[src/rtl/codec_pkg.sv]
package codec_pkg;

    localparam int COEF_W     = 12;
    localparam int BYTE_W     = 8;
    localparam int POLY_COEFS = 256;
    localparam int POLY_BYTES = POLY_COEFS * 3 / 2;
    localparam int PAIRS      = POLY_COEFS / 2;
    localparam int PAIR_W     = $clog2(PAIRS);
    localparam int PH_W       = 3;

    localparam logic [PH_W-1:0] ENC_LAST_PH = 3'd3;
    localparam logic [PH_W-1:0] DEC_LAST_PH = 3'd4;

    typedef enum logic {
        DIR_ENC = 1'b0,
        DIR_DEC = 1'b1
    } dir_e;

    typedef struct packed {
        logic [BYTE_W-1:0] b2;
        logic [BYTE_W-1:0] b1;
        logic [BYTE_W-1:0] b0;
    } trio_t;

    typedef struct packed {
        logic [COEF_W-1:0] c1;
        logic [COEF_W-1:0] c0;
    } pair_t;

    typedef struct packed {
        logic              active;
        dir_e              dir;
        logic [PH_W-1:0]   ph;
        logic [PAIR_W-1:0] pair;
    } seq_t;

    function automatic trio_t pack_pair(input pair_t p);
        trio_t t;
        t.b0 = p.c0[7:0];
        t.b1 = {p.c1[3:0], p.c0[11:8]};
        t.b2 = p.c1[11:4];
        return t;
    endfunction

    function automatic pair_t unpack_trio(input trio_t t);
        pair_t p;
        p.c0 = {t.b1[3:0], t.b0};
        p.c1 = {t.b2, t.b1[7:4]};
        return p;
    endfunction

endpackage

[src/rtl/codec_seq.sv]
module codec_seq
    import codec_pkg::*;
#(
    parameter int PSW = 2
) (
    input  logic           clk,
    input  logic           rst,
    input  logic           start,
    input  logic           mode,
    input  logic [PSW-1:0] poly_sel,
    output seq_t           st,
    output logic [PSW-1:0] poly,
    output logic           done
);

    logic [PH_W-1:0] last_ph;
    assign last_ph = (st.dir == DIR_ENC) ? ENC_LAST_PH : DEC_LAST_PH;

    always_ff @(posedge clk) begin
        if (rst) begin
            st   <= '0;
            poly <= '0;
            done <= 1'b0;
        end else begin
            done <= 1'b0;
            if (!st.active) begin
                if (start) begin
                    st.active <= 1'b1;
                    st.dir    <= dir_e'(mode);
                    st.ph     <= '0;
                    st.pair   <= '0;
                    poly      <= poly_sel;
                end
            end else if (st.ph == last_ph) begin
                st.ph <= '0;
                if (st.pair == PAIR_W'(PAIRS - 1)) begin
                    st.active <= 1'b0;
                    done      <= 1'b1;
                end else begin
                    st.pair <= st.pair + 1'b1;
                end
            end else begin
                st.ph <= st.ph + 1'b1;
            end
        end
    end

endmodule

[src/rtl/codec_addr.sv]
module codec_addr
    import codec_pkg::*;
#(
    parameter int PSW = 2,
    parameter int CAW = 10,
    parameter int BAW = 11
) (
    input  seq_t           st,
    input  logic [PSW-1:0] poly,
    output logic           c_rd_en,
    output logic [CAW-1:0] c_rd_addr,
    output logic           c_wr_en,
    output logic [CAW-1:0] c_wr_addr,
    output logic           b_rd_en,
    output logic [BAW-1:0] b_rd_addr,
    output logic           b_wr_en,
    output logic [BAW-1:0] b_wr_addr
);

    logic [CAW-1:0] cpair;
    logic [BAW-1:0] bpair;

    assign cpair = CAW'(poly) * CAW'(POLY_COEFS) + (CAW'(st.pair) << 1);
    assign bpair = BAW'(poly) * BAW'(POLY_BYTES) + BAW'(st.pair) * BAW'(3);

    always_comb begin
        c_rd_en   = 1'b0;
        c_wr_en   = 1'b0;
        b_rd_en   = 1'b0;
        b_wr_en   = 1'b0;
        c_rd_addr = cpair;
        c_wr_addr = cpair;
        b_rd_addr = bpair;
        b_wr_addr = bpair;
        if (st.active) begin
            if (st.dir == DIR_ENC) begin
                case (st.ph)
                    3'd0: c_rd_en = 1'b1;
                    3'd1: begin
                        c_rd_en   = 1'b1;
                        c_rd_addr = cpair + CAW'(1);
                        b_wr_en   = 1'b1;
                    end
                    3'd2: begin
                        b_wr_en   = 1'b1;
                        b_wr_addr = bpair + BAW'(1);
                    end
                    3'd3: begin
                        b_wr_en   = 1'b1;
                        b_wr_addr = bpair + BAW'(2);
                    end
                    default: ;
                endcase
            end else begin
                case (st.ph)
                    3'd0: b_rd_en = 1'b1;
                    3'd1: begin
                        b_rd_en   = 1'b1;
                        b_rd_addr = bpair + BAW'(1);
                    end
                    3'd2: begin
                        b_rd_en   = 1'b1;
                        b_rd_addr = bpair + BAW'(2);
                    end
                    3'd3: c_wr_en = 1'b1;
                    3'd4: begin
                        c_wr_en   = 1'b1;
                        c_wr_addr = cpair + CAW'(1);
                    end
                    default: ;
                endcase
            end
        end
    end

endmodule

[src/rtl/codec_dp.sv]
module codec_dp
    import codec_pkg::*;
(
    input  logic              clk,
    input  logic              rst,
    input  seq_t              st,
    input  logic [COEF_W-1:0] c_rd_data,
    input  logic [BYTE_W-1:0] b_rd_data,
    output logic [BYTE_W-1:0] b_wr_data,
    output logic [COEF_W-1:0] c_wr_data
);

    logic [COEF_W-1:0] hold;
    logic [BYTE_W-1:0] lo_b;
    logic [BYTE_W-1:0] mid_b;
    pair_t             enc_in;
    trio_t             enc_out;
    trio_t             dec_in;
    pair_t             dec_out;

    always_ff @(posedge clk) begin
        if (rst) begin
            hold  <= '0;
            lo_b  <= '0;
            mid_b <= '0;
        end else if (st.active) begin
            if (st.dir == DIR_ENC) begin
                if (st.ph == 3'd1 || st.ph == 3'd2) hold <= c_rd_data;
            end else begin
                case (st.ph)
                    3'd1:    lo_b  <= b_rd_data;
                    3'd2:    mid_b <= b_rd_data;
                    3'd3:    lo_b  <= b_rd_data;
                    default: ;
                endcase
            end
        end
    end

    always_comb begin
        enc_in.c0 = (st.ph == 3'd1) ? c_rd_data : hold;
        enc_in.c1 = (st.ph == 3'd3) ? hold : c_rd_data;
        enc_out   = pack_pair(enc_in);
        case (st.ph)
            3'd1:    b_wr_data = enc_out.b0;
            3'd2:    b_wr_data = enc_out.b1;
            default: b_wr_data = enc_out.b2;
        endcase

        dec_in.b0 = lo_b;
        dec_in.b1 = mid_b;
        dec_in.b2 = (st.ph == 3'd3) ? b_rd_data : lo_b;
        dec_out   = unpack_trio(dec_in);
        c_wr_data = (st.ph == 3'd3) ? dec_out.c0 : dec_out.c1;
    end

endmodule

[src/rtl/coef_byte_codec.sv]
module coef_byte_codec
    import codec_pkg::*;
#(
    parameter  int NPOLY = 4,
    localparam int PSW   = (NPOLY > 1) ? $clog2(NPOLY) : 1,
    localparam int CAW   = $clog2(NPOLY * POLY_COEFS),
    localparam int BAW   = $clog2(NPOLY * POLY_BYTES)
) (
    input  logic              clk,
    input  logic              rst,
    input  logic              start,
    input  logic              mode,
    input  logic [PSW-1:0]    poly_sel,
    output logic              busy,
    output logic              done,
    output logic              coef_rd_en,
    output logic [CAW-1:0]    coef_rd_addr,
    input  logic [COEF_W-1:0] coef_rd_data,
    output logic              coef_wr_en,
    output logic [CAW-1:0]    coef_wr_addr,
    output logic [COEF_W-1:0] coef_wr_data,
    output logic              byte_rd_en,
    output logic [BAW-1:0]    byte_rd_addr,
    input  logic [BYTE_W-1:0] byte_rd_data,
    output logic              byte_wr_en,
    output logic [BAW-1:0]    byte_wr_addr,
    output logic [BYTE_W-1:0] byte_wr_data
);

    seq_t           st;
    logic [PSW-1:0] poly_q;

    codec_seq #(.PSW(PSW)) u_seq (
        .clk      (clk),
        .rst      (rst),
        .start    (start),
        .mode     (mode),
        .poly_sel (poly_sel),
        .st       (st),
        .poly     (poly_q),
        .done     (done)
    );

    assign busy = st.active;

    codec_addr #(.PSW(PSW), .CAW(CAW), .BAW(BAW)) u_addr (
        .st        (st),
        .poly      (poly_q),
        .c_rd_en   (coef_rd_en),
        .c_rd_addr (coef_rd_addr),
        .c_wr_en   (coef_wr_en),
        .c_wr_addr (coef_wr_addr),
        .b_rd_en   (byte_rd_en),
        .b_rd_addr (byte_rd_addr),
        .b_wr_en   (byte_wr_en),
        .b_wr_addr (byte_wr_addr)
    );

    codec_dp u_dp (
        .clk       (clk),
        .rst       (rst),
        .st        (st),
        .c_rd_data (coef_rd_data),
        .b_rd_data (byte_rd_data),
        .b_wr_data (byte_wr_data),
        .c_wr_data (coef_wr_data)
    );

endmodule

[config.mk]
export PLATFORM = sky130hd
export DESIGN_NAME = coef_byte_codec
export DESIGN_NICKNAME = d
export VERILOG_FILES = /design/src/rtl/codec_pkg.sv /design/src/rtl/codec_seq.sv /design/src/rtl/codec_addr.sv /design/src/rtl/codec_dp.sv /design/src/rtl/coef_byte_codec.sv
export SDC_FILE = /design/constraint.sdc
export NUM_CORES = 1
export LEC_CHECK = 0
export BUFFER_PORTS_ARGS = -buffer_cell sky130_fd_sc_hd__buf_2
export CAP_MARGIN = 0
export CELL_PAD_IN_SITES_DETAIL_PLACEMENT = 1
export CELL_PAD_IN_SITES_GLOBAL_PLACEMENT = 2
export CORE_MARGIN = 2
export CORE_UTILIZATION = 27
export CTS_CLUSTER_DIAMETER = 150
export DETAILED_ROUTE_END_ITERATION = 8
export PLACE_DENSITY_LB_ADDON = 0.12
export SLEW_MARGIN = 40
export SYNTH_ARGS = -nofsm -noshare
export SYNTH_HDL_FRONTEND = slang
export SYNTH_SLANG_ARGS = --single-unit
[constraint.sdc]
create_clock -name clk -period 3.1 [get_ports clk]
set_clock_uncertainty 0.05 [all_clocks]
set_input_delay 0.62 -clock clk [delete_from_list [all_inputs] [get_ports clk]]
set_output_delay 0.62 -clock clk [all_outputs]
set_load 0.05 [all_outputs]
==> run_results.csv <==
group,metric,value,unit
run_status,status,"finished with violations",
run_status,failed_checks,"setup timing",
die,dieArea,14200,um2
detailed_routing,post-route-drc-count,0,
clocking,cts_made_buffers,5,
min_path,hp-class,"reg2reg",
cells_and_area,finalNetCount,702,
clocking,clkTransAtPathRegs,70,ps
setup_path,required,2430,ps
clocking,clk_path_buf_depth,2,
setup_path,end_kind,"output port",
clocking,cts_root_buf,"clkbuf_16",
placed_design,portBuffers,93,
placed_design,dp.cells,809,
setup_path,arrival,2970,ps
timing,fin_ws,-542,ps
cells_and_area,fin_cells,828,
global_routing,use_met3,2.54,%
global_routing,grtUsageMet1,26.9,%
die,top_level_ports,94,
logic_synthesis,async_flop_share,0,%
timing,tightest_slew,573,ps
timing,maxSlewViolCount,0,
timing,fin_crit,3640,ps
logic_synthesis,yosys.area_share.adder,8.97,%
die,placementRows,42,
logic_synthesis,synth_nets,535,
logic_synthesis,yosys.area_share.simple,24.4,%
logic_synthesis,yosysSeqAreaShare,24.1,%
global_routing,first_global_vias,4429,
detailed_routing,ant_nets,0,
cells_and_area,antenna_cells,0,
detailed_routing,via_count,4163,
die,dieWidth,119,um
placed_design,gp_congestion,0.847,
cells_and_area,fin_util,44.7,%
logic_synthesis,synth_top_cell_by_area,"dfxtp_1",
global_routing,grt_start_max_net_pins,29,
timing,fmax,275,MHz
die,die_h,119,um
setup_path,critPathLaunchType,"register",
detailed_routing,drtIter0Drc,156,
logic_synthesis,yosysTopAreaCellShare,24.1,%
logic_synthesis,synth-edff-count,0,
global_routing,grt.busiest_layer,"met2",
flow_run,maxCapViolCount,0,
clocking,htree_levels,2,
setup_path,crit_chain,"ha_4, ha_4, fa_2, nand3_4, o2111ai_4, a21oi_4, xnor2_4, nand3_1, o21ai_0, buf_4, o221ai_4, buf_6",
logic_synthesis,muxShareOfSynthArea,8.90,%
clocking,clock-sinks,43,
timing,hold_viol,0,
setup_path,worstPathMaxFanout,6,
detailed_routing,routed_wl,14300,um
detailed_routing,detail_route.first_pass.iterations,4,
setup_path,slowest_stage,"fa_2",
logic_synthesis,synth_warnings,0,
timing,min_period_over_period,117,%
pwr,vdd_ir_drop_max,0.215,mV
timing,setup_viol,14,
pwr,p_leak,2.41,nW
global_routing,grt.overflow.total,0,
logic_synthesis,ys_ff_latch,43,
cells_and_area,final_cell_area,5850,um2
global_routing,globalRouteMet2Util,34.7,%
global_routing,grt_use_total,20.4,%
logic_synthesis,synthFlopType,"dfxtp_1",
global_routing,grt_pass1_wl,23400,um
logic_synthesis,synth.distinct_cells,58,
timing,slew_headroom,61.7,%
pwr,total_power,1.61,mW
logic_synthesis,avgSynthCellArea,7.38,um2
cells_and_area,syn2layout_area_growth,63.9,%
clocking,postCtsHoldBufs,0,
die,start_util,27.3,%
logic_synthesis,synth_area_leaders,"dfxtp_1, nand2_1, ha_1",
global_routing,antenna_found_initial,0,
logic_synthesis,syn-instance-count,484,
logic_synthesis,synth_compound_area_share,23.3,%
logic_synthesis,synthXorXnorAreaFrac,3.12,%
setup_path,critical_path.max_stage_delay,400,ps
logic_synthesis,synthesis.area,3570,um2
detailed_routing,wl_per_cell,17.2,um
detailed_routing,vias_per_cell,5.03,
placed_design,hpwlAfterDp,10800,um
clocking,insertion_delay,290,ps
clocking,cts_tree,"done",
setup_path,critical_path_class,"reg2out",
pwr,p_per_area,275,nW/um2
logic_synthesis,synth_top_family_by_area,"simple AND/OR/NAND/NOR gates",
timing,grt_setup_unrepaired,"yes",
cells_and_area,drive_above_1_share,48.0,%
placed_design,placed_area,5050,um2
die,core,13100,um2
setup_path,crit_path_frequent_cell,"ha_4",
placed_design,pre_cts_ws,-363,ps
sequential cells by signal (all words and copies together), names as in the netlist:
register	cells
u_seq.poly	2
u_seq.done	1
u_dp.lo_b	8
u_seq.st	12
u_dp.mid_b	8
u_dp.hold	12
cell type report:
type                            count  area, um2
Timing Repair Buffer              196       1370
Fill cell                        1559       7230
Clock inverter                      2       38.8
Clock buffer                        6        139
Tap cell                          176        220
Sequential cell                    43        877
Multi-Input combinational cell    390       3150
Inverter                           15       56.3
logic make-up after synthesis:
kind of cell,after synthesis
compound gates,127
xor+xnor,11
fa+ha+maj,25
buf+inv,51
flops,43
mux,30
simple gates,197
layer usage:
| layer | routed length, um | vias up |
|---|---|---|
| met2 | 7000 | 80 |
| met1 | 6630 | 2026 |
| met4 | 183 | 0 |
| li1 | - | 2044 |
| met5 | 0 | - |
| met3 | 453 | 13 |
power breakdown:
group          internal [mW]  switching (mW)  leakage, nW
sequential             0.560         0.00907        0.352
combinational          0.140           0.261         1.97
clock                  0.405           0.236       0.0875
cells in the mapped netlist (all sizes together), types with 6 or more instances:
master / n
a21oi: 58
a31oi: 8
buf: 21
clkbuf: 15
dfxtp: 43
ha: 24
inv: 15
mux2: 14
mux2i: 16
nand2: 98
nand3: 13
nor2: 47
nor3: 14
o21ai: 21
o221ai: 6
xor2: 7
per-stage QoR:
| step | TNS (ps) | hold slack (ps) |
|---|---|---|
| after floorplan | -2280 | 382 |
| after global placement | -2470 | 389 |
| after detailed placement | -2900 | 399 |
| after CTS | -5640 | 409 |
| after global routing | -7360 | 432 |
| final | -5850 | 405 |
critical path, delay by kind of cell (launching register included):
| family | cells | cell delay, ps |
|---|---|---|
| fa+ha+maj | 3 | 800 |
| flops | 1 | 360 |
| compound gates | 4 | 760 |
| simple gates | 2 | 230 |
| buf+inv | 2 | 330 |
| xor+xnor | 1 | 180 |
path summary, 6_finish.rpt:
check	end	slack (ps)	from	cells after the start
setup / recovery	byte_rd_addr[9]	-540	u_seq.st[1]	12
hold reg to reg	u_dp.mid_b[1]	410	u_dp.mid_b[1]	2
hold / removal	u_dp.mid_b[1]	410	u_dp.mid_b[1]	2
setup reg to reg	u_seq.st[5]	1050	u_seq.st[3]	9
cell usage in the layout, fill, tap and decap left out, types with 4 or more instances in the layout:
cell type	netlist	layout
inv_1	15	15
nor3_1	12	11
dfxtp_2	0	4
nor2_2	0	4
nand2_2	0	7
o22ai_1	5	4
a21oi_2	0	5
nand2_1	98	88
o21ai_2	0	5
a31oi_4	0	4
buf_2	4	78
mux2i_1	16	13
dfxtp_1	43	36
a21oi_1	58	51
nor2_1	47	41
buf_4	16	92
nand3_1	13	11
o21ai_0	20	12
nor2b_1	5	4
mux2_2	14	13
clkbuf_16	0	5
ha_1	24	14
ha_4	0	9
xor2_1	7	6
buf_6	0	25
what timing repair did:
| action | in CTS | in global routing |
|---|---|---|
| pin swaps | 25 | 17 |
| resized for setup | 74 | 41 |
| setup endpoints to repair | 15 | 19 |
| setup buffers | 8 | 6 |
| cloned | 0 | 0 |
(Power assumes the default switching activity.)
